===== config.mk =====
export PLATFORM = sky130hd
export DESIGN_NAME = cas_rotate_gen
export DESIGN_NICKNAME = d
export VERILOG_FILES = /design/src/rtl/cas_rot_pkg.sv /design/src/rtl/cas_pattern_rotator.sv /design/src/rtl/cas_capture_delay.sv /design/src/rtl/cas_ras_sequencer.sv /design/src/rtl/cas_rotate_gen.sv
export SDC_FILE = /design/constraint.sdc
export NUM_CORES = 1
export LEC_CHECK = 0
export BUFFER_PORTS_ARGS = -buffer_cell sky130_fd_sc_hd__buf_2
export CAP_MARGIN = 30
export CORE_UTILIZATION = 47
export DETAILED_ROUTE_END_ITERATION = 10
export PLACE_DENSITY_LB_ADDON = 0.15
export SETUP_SLACK_MARGIN = 0.05
export SKIP_CTS_REPAIR_TIMING = 1
export SYNTH_ARGS = -nofsm -noshare
export SYNTH_HDL_FRONTEND = slang
export SYNTH_HIERARCHICAL = 1
export SYNTH_SLANG_ARGS = --single-unit

===== constraint.sdc =====
create_clock -name clk -period 3.3 [get_ports clk]
set_input_delay 0.165 -clock clk [delete_from_list [all_inputs] [get_ports clk]]
set_output_delay 0.165 -clock clk [all_outputs]
set_load 0.1 [all_outputs]

===== src/rtl/cas_rot_pkg.sv =====
package cas_rot_pkg;
  typedef enum logic [2:0] {
    ST_IDLE,
    ST_ROW,
    ST_ACTIVE,
    ST_DRAIN,
    ST_PRECH
  } seq_state_e;
endpackage


===== src/rtl/cas_pattern_rotator.sv =====
// Holds the full-burst strobe pattern and rotates it out LSB first.
module cas_pattern_rotator #(
  parameter int PAT_W = 96
) (
  input  logic             clk,
  input  logic             rst_n,
  input  logic             load,
  input  logic [PAT_W-1:0] pattern,
  input  logic             launch,
  input  logic             active,
  input  logic             half,
  output logic             cas_n,
  output logic             rise_now,
  output logic             fall_soon
);
  logic [PAT_W-1:0] rot_q;
  logic             wait_ph;
  logic             tick_now;
  logic             next_tick;
  logic             next_bit;

  // The launch edge always moves the pattern. After that, half rate skips every other edge.
  assign tick_now  = launch | (active & ~wait_ph);
  assign next_tick = half ? ~tick_now : 1'b1;
  assign next_bit  = tick_now ? rot_q[1] : rot_q[0];
  assign rise_now  = tick_now & ~cas_n & rot_q[0];
  assign fall_soon = (launch | active) & next_tick & ~next_bit;

  always_ff @(posedge clk or negedge rst_n) begin
    if (!rst_n) begin
      rot_q   <= '1;
      cas_n   <= 1'b1;
      wait_ph <= 1'b0;
    end else begin
      if (load) begin
        rot_q <= pattern;
        cas_n <= 1'b1;
      end else if (tick_now) begin
        rot_q <= {rot_q[0], rot_q[PAT_W-1:1]};
        cas_n <= rot_q[0];
      end
      if (launch)
        wait_ph <= half;
      else if (active)
        wait_ph <= half & ~wait_ph;
    end
  end
endmodule


===== src/rtl/cas_capture_delay.sv =====
// Delays each CAS rise by a selectable number of cycles to form the read capture strobe.
module cas_capture_delay #(
  parameter int DLY_W = 2
) (
  input  logic             clk,
  input  logic             rst_n,
  input  logic             rise_now,
  input  logic             rd_en,
  input  logic [DLY_W-1:0] dly,
  output logic             rd_latch
);
  localparam int TAPS = 1 << DLY_W;

  logic [TAPS-1:0] tap_q;

  always_ff @(posedge clk or negedge rst_n) begin
    if (!rst_n) tap_q[0] <= 1'b0;
    else        tap_q[0] <= rise_now;
  end

  for (genvar k = 1; k < TAPS; k++) begin : g_tap
    always_ff @(posedge clk or negedge rst_n) begin
      if (!rst_n) tap_q[k] <= 1'b0;
      else        tap_q[k] <= tap_q[k-1];
    end
  end

  assign rd_latch = rd_en & tap_q[dly];
endmodule


===== src/rtl/cas_ras_sequencer.sv =====
// Access sequencing: row phase, beat counting, RAS release alignment, precharge.
module cas_ras_sequencer
  import cas_rot_pkg::*;
#(
  parameter int BEAT_W = 5,
  parameter int DLY_W  = 2,
  parameter int PRE_W  = 4
) (
  input  logic              clk,
  input  logic              rst_n,
  input  logic              req_valid,
  output logic              req_ready,
  input  logic [BEAT_W-1:0] req_beats,
  input  logic              req_write,
  input  logic              req_half_rate,
  input  logic [DLY_W-1:0]  req_sample_dly,
  input  logic [PRE_W-1:0]  req_precharge,
  input  logic              rise_now,
  input  logic              fall_soon,
  output logic              load,
  output logic              launch,
  output logic              active,
  output logic              half_q,
  output logic              wr_q,
  output logic [DLY_W-1:0]  dly_q,
  output logic              ras_n,
  output logic              col_sel,
  output logic              addr_adv,
  output logic              done
);
  localparam int CNT_W = (PRE_W > DLY_W + 2) ? PRE_W : DLY_W + 2;

  seq_state_e        st_q;
  logic [BEAT_W-1:0] len_q;
  logic [BEAT_W-1:0] rises_q;
  logic [PRE_W-1:0]  pre_q;
  logic [CNT_W-1:0]  cnt_q;
  logic              mclk_q;
  logic              last_rise;

  assign req_ready = (st_q == ST_IDLE);
  assign load      = req_ready & req_valid;
  assign launch    = (st_q == ST_ROW);
  assign active    = (st_q == ST_ACTIVE);
  assign last_rise = active & rise_now & ((rises_q + BEAT_W'(1)) == len_q);

  always_ff @(posedge clk or negedge rst_n) begin
    if (!rst_n) begin
      st_q     <= ST_IDLE;
      len_q    <= '0;
      rises_q  <= '0;
      pre_q    <= '0;
      cnt_q    <= '0;
      mclk_q   <= 1'b0;
      half_q   <= 1'b0;
      wr_q     <= 1'b0;
      dly_q    <= '0;
      ras_n    <= 1'b1;
      col_sel  <= 1'b0;
      addr_adv <= 1'b0;
      done     <= 1'b0;
    end else begin
      mclk_q   <= ~mclk_q;
      addr_adv <= 1'b0;
      done     <= 1'b0;
      unique case (st_q)
        ST_IDLE: begin
          if (load) begin
            len_q   <= req_beats;
            wr_q    <= req_write;
            half_q  <= req_half_rate;
            dly_q   <= req_sample_dly;
            pre_q   <= req_precharge;
            rises_q <= '0;
            st_q    <= ST_ROW;
          end
        end
        ST_ROW: begin
          ras_n <= 1'b0;
          st_q  <= ST_ACTIVE;
        end
        ST_ACTIVE: begin
          if (fall_soon) col_sel <= 1'b1;
          if (last_rise) begin
            st_q  <= ST_DRAIN;
            cnt_q <= wr_q ? CNT_W'(1) : (CNT_W'(dly_q) + CNT_W'(2));
          end else if (rise_now) begin
            rises_q  <= rises_q + BEAT_W'(1);
            addr_adv <= 1'b1;
          end
        end
        ST_DRAIN: begin
          // Release only on an edge where the divided memory clock goes high.
          if ((cnt_q <= CNT_W'(1)) && !mclk_q) begin
            ras_n   <= 1'b1;
            col_sel <= 1'b0;
            cnt_q   <= CNT_W'(pre_q);
            st_q    <= ST_PRECH;
          end else if (cnt_q != '0) begin
            cnt_q <= cnt_q - CNT_W'(1);
          end
        end
        ST_PRECH: begin
          if (cnt_q == '0) begin
            done <= 1'b1;
            st_q <= ST_IDLE;
          end else begin
            cnt_q <= cnt_q - CNT_W'(1);
          end
        end
        default: st_q <= ST_IDLE;
      endcase
    end
  end
endmodule


===== src/rtl/cas_rotate_gen.sv =====
module cas_rotate_gen #(
  parameter int MAX_BEATS = 16,
  parameter int PAT_WORDS = 3,
  parameter int WORD_W    = 32,
  parameter int DLY_W     = 2,
  parameter int PRE_W     = 4,
  localparam int PAT_W    = PAT_WORDS * WORD_W,
  localparam int BEAT_W   = $clog2(MAX_BEATS + 1)
) (
  input  logic              clk,
  input  logic              rst_n,
  input  logic              req_valid,
  output logic              req_ready,
  input  logic [BEAT_W-1:0] req_beats,
  input  logic              req_write,
  input  logic              req_half_rate,
  input  logic [DLY_W-1:0]  req_sample_dly,
  input  logic [PRE_W-1:0]  req_precharge,
  input  logic [PAT_W-1:0]  cas_pattern,
  output logic              ras_n,
  output logic              cas_n,
  output logic              col_sel,
  output logic              addr_adv,
  output logic              rd_latch,
  output logic              done
);
  logic             load, launch, active, half_q, wr_q;
  logic             rise_now, fall_soon;
  logic [DLY_W-1:0] dly_q;

  cas_ras_sequencer #(
    .BEAT_W(BEAT_W), .DLY_W(DLY_W), .PRE_W(PRE_W)
  ) u_seq (
    .clk(clk), .rst_n(rst_n),
    .req_valid(req_valid), .req_ready(req_ready),
    .req_beats(req_beats), .req_write(req_write),
    .req_half_rate(req_half_rate), .req_sample_dly(req_sample_dly),
    .req_precharge(req_precharge),
    .rise_now(rise_now), .fall_soon(fall_soon),
    .load(load), .launch(launch), .active(active),
    .half_q(half_q), .wr_q(wr_q), .dly_q(dly_q),
    .ras_n(ras_n), .col_sel(col_sel), .addr_adv(addr_adv), .done(done)
  );

  cas_pattern_rotator #(.PAT_W(PAT_W)) u_rot (
    .clk(clk), .rst_n(rst_n),
    .load(load), .pattern(cas_pattern),
    .launch(launch), .active(active), .half(half_q),
    .cas_n(cas_n), .rise_now(rise_now), .fall_soon(fall_soon)
  );

  cas_capture_delay #(.DLY_W(DLY_W)) u_cap (
    .clk(clk), .rst_n(rst_n),
    .rise_now(rise_now), .rd_en(~wr_q), .dly(dly_q),
    .rd_latch(rd_latch)
  );
endmodule


==> reports/metrics.yaml <==
outcome:
  status: "finished, violations left"
  violations: "hold timing"
detailed_routing:
  wirelength_mm: 17.4
  routed-via-count: 5751
  wl_met1_mm: 8.04
  dr_wl_met3_um: 969
  wl_per_cell_um: 17.5
  top_layer: "met4"
  wl_met2_mm: 8.12
  postRouteAntennaNets: 0
  drc: 0
  via_per_inst: 5.78
  drtIter0Drc: 485
  dr.pass1.iters: 5
clock_network:
  clk_pin_slew_ns: 0.05
  clock_sinks: 132
  clk_latency_ns: 0.42
  cts_htree_levels: 4
  cts_buffers: 17
  clock_path_buffers: 2
  root_buffer: "clkbuf_16"
  cts_tree: "done"
timing:
  hold_viol_final: 5
  rsz0062_at_grt: "false"
  slew_violations: 0
  setup_viol: 0
  period_needed_ns: 2.57
  slew_headroom: 0.411
  fmax_ghz: 0.389
  hold_ws_ns: -0.0113
  finalClockSkew_ns: 0.00473
  setup-tns-final_ns: 0
  worst_pin_slew_ns: 0.883
  post-route-period-util: 0.778
  finalWorstSetupSlack_ns: 0.732
yosys:
  avgSynthCellArea_um2: 10.7
  yosysTopAreaCell: "dfstp_2"
  ys_ff_latch: 132
  synth_area_um2: 6740
  synth_seq_area_share: 0.508
  synthTopCellsByArea: "dfstp_2, a221o_1, dfrtp_1"
  async_flop_share: 1.00
  synth_edf_count: 0
  yosysMostFrequentCell: "dfstp_2"
  syn-num-nets: 747
  netlist_instances: 631
  yosys-top-cells-count: "dfstp_2, a221o_1, nor2b_1, a21oi_1, nor3_1"
  ys_warn_count: 6
  yosysUniqueCellTypes: 51
  synth_ff_type: "dfstp_2"
  synth_top_area_share: 0.382
setup_path:
  crit_path_top_delay_cell: "dfrtp_1"
  crit_path_start_kind: "flip-flop"
  path_max_fanout: 49
  end_kind: "flip-flop"
  crit_top_cell: "buf_4"
  worstSetupPathType: "reg -> reg"
  cp_cell_sequence: "nand2b_1, nor2_1, buf_4, nor2b_4, buf_4, nor2_4, buf_12, a221o_1"
  arrival_ns: 2.91
  rr_worst_depth: 8
  slowest_delay_ns: 0.63
  required_ns: 3.64
layout:
  drive_gt1_frac: 0.340
  stdcell_area_um2: 8780
  nets: 917
  finish.utilization: 0.630
  multi_input_area_um2: 3000
  area_growth_pct: 30.4
  register_area_um2: 3430
  nFillCells: 1148
place:
  place_ws_ns: 0.754
  numPortBuffers: 118
  hpwl_mm: 10.2
  placedInstanceArea_um2: 7460
  gp_congestion: 0.847
global_route:
  grt_pass1_vias: 5327
  grt_remaining_overflow: 0
  antenna_found_initial: 0
  grt_max_degree: 70
  grt_usage: 0.237
  grt_pass1_wl_mm: 27.1
floorplanning:
  start_util: 0.484
  io_pins: 119
  die_area_um2: 14800
  die_x_um: 122
  core_um2: 13900
  placementRows: 43
  chipHeight_um: 122
power:
  p_leak_nw: 3.75
  ir_worst_vdd_mv: 0.347
  powerDensity_nw_per_um2: 403
hold_path:
  hold_depth: 2
  hp-class: "in -> reg"
job:
  max-cap-violations: 0
-- cells in the final DEF (no fill, tap or decap), drive strengths merged, types with 4 or more instances in the layout --
cell	Yosys	layout
nor2b	52	52
dlygate4sd3	0	78
nor2	6	6
xor2	4	4
o21ai	12	12
clkbuf	19	27
a31oi	5	5
nor3b	9	9
dfstp	98	98
clkinv	0	4
nand2	45	45
ha	4	4
buf	41	133
a21oi	50	50
inv	10	10
nand2b	49	49
nor3	50	50
nand3	7	7
dfrtp	34	34
a221o	94	94
-- logic make-up after synthesis --
kind of cell	Yosys count	synth area share
compound gates	178	0.215
mux	6	0.0130
flops	132	0.508
buf+inv	70	0.0516
simple gates	234	0.196
fa+ha+maj	4	0.00743
xor+xnor	7	0.00910
-- sequential cells by signal, summed over array words and instances, names as in the netlist --
signal          cells
u_seq/rises_q       5
u_seq/ras_n         1
u_seq/st_q          3
u_seq/pre_q         4
u_rot/cas_n         1
u_seq/addr_adv      1
u_rot/rot_q        96
u_seq/wr_q          1
u_seq/len_q         5
u_seq/cnt_q         4
u_seq/half_q        1
u_seq/mclk_q        1
u_seq/col_sel       1
u_cap/tap_q         4
u_seq/done          1
u_seq/dly_q         2
u_rot/wait_ph       1
-- routing by layer --
metal	global-route usage	vias to the layer above
li1	-	2693
met1	0.327	2850
met2	0.353	190
met3	0.0655	18
met4	0.0957	0
met5	0	-
-- through the flow --
step | power (W) | std cells
final | 0.00354 | 995
after floorplan | 0.00165 | 631
after CTS | 0.00352 | 916
after global routing | 0.00367 | 994
after global placement | 0.00175 | 884
after detailed placement | 0.00176 | 884
-- layout make-up --
type,instances,area share
diodes,1,0.000285
clock buffers,27,0.0561
clock inverters,5,0.00570
inverters,10,0.00456
multi-input cells,429,0.341
flip-flops and latches,132,0.390
well taps,180,0.0256
repair buffers,211,0.176
-- critical path, delay by kind of cell, from the launching register on --
family / cells / cell delay (ns)
compound gates: 1 / 0.31
simple gates: 4 / 0.59
flops: 1 / 0.63
buf+inv: 3 / 0.92
-- worst paths after layout --
path / start / end / slack, ns
hold reg to reg: u_cap/tap_q[1] / u_cap/tap_q[2] / 0.37
setup reg to reg: u_seq/st_q[1] / u_rot/rot_q[65] / 0.73
setup / recovery: u_seq/st_q[1] / u_rot/rot_q[65] / 0.73
min in group asynchronous: rst_n / u_cap/tap_q[3] / 0.39
max in group asynchronous: rst_n / u_rot/rot_q[38] / 2.05
hold / removal: cas_pattern[61] / u_rot/rot_q[61] / -0.01
-- power breakdown --
group	internal (W)	leakage [nW]	switching (W)	total [W]
clock network	0.00109	0.269	0.000651	0.00174
registers	0.00163	1.45	0	0.00163
logic	0.000109	2.03	0.0000677	0.000177
Note: power is estimated with default switching activity, not from simulation.
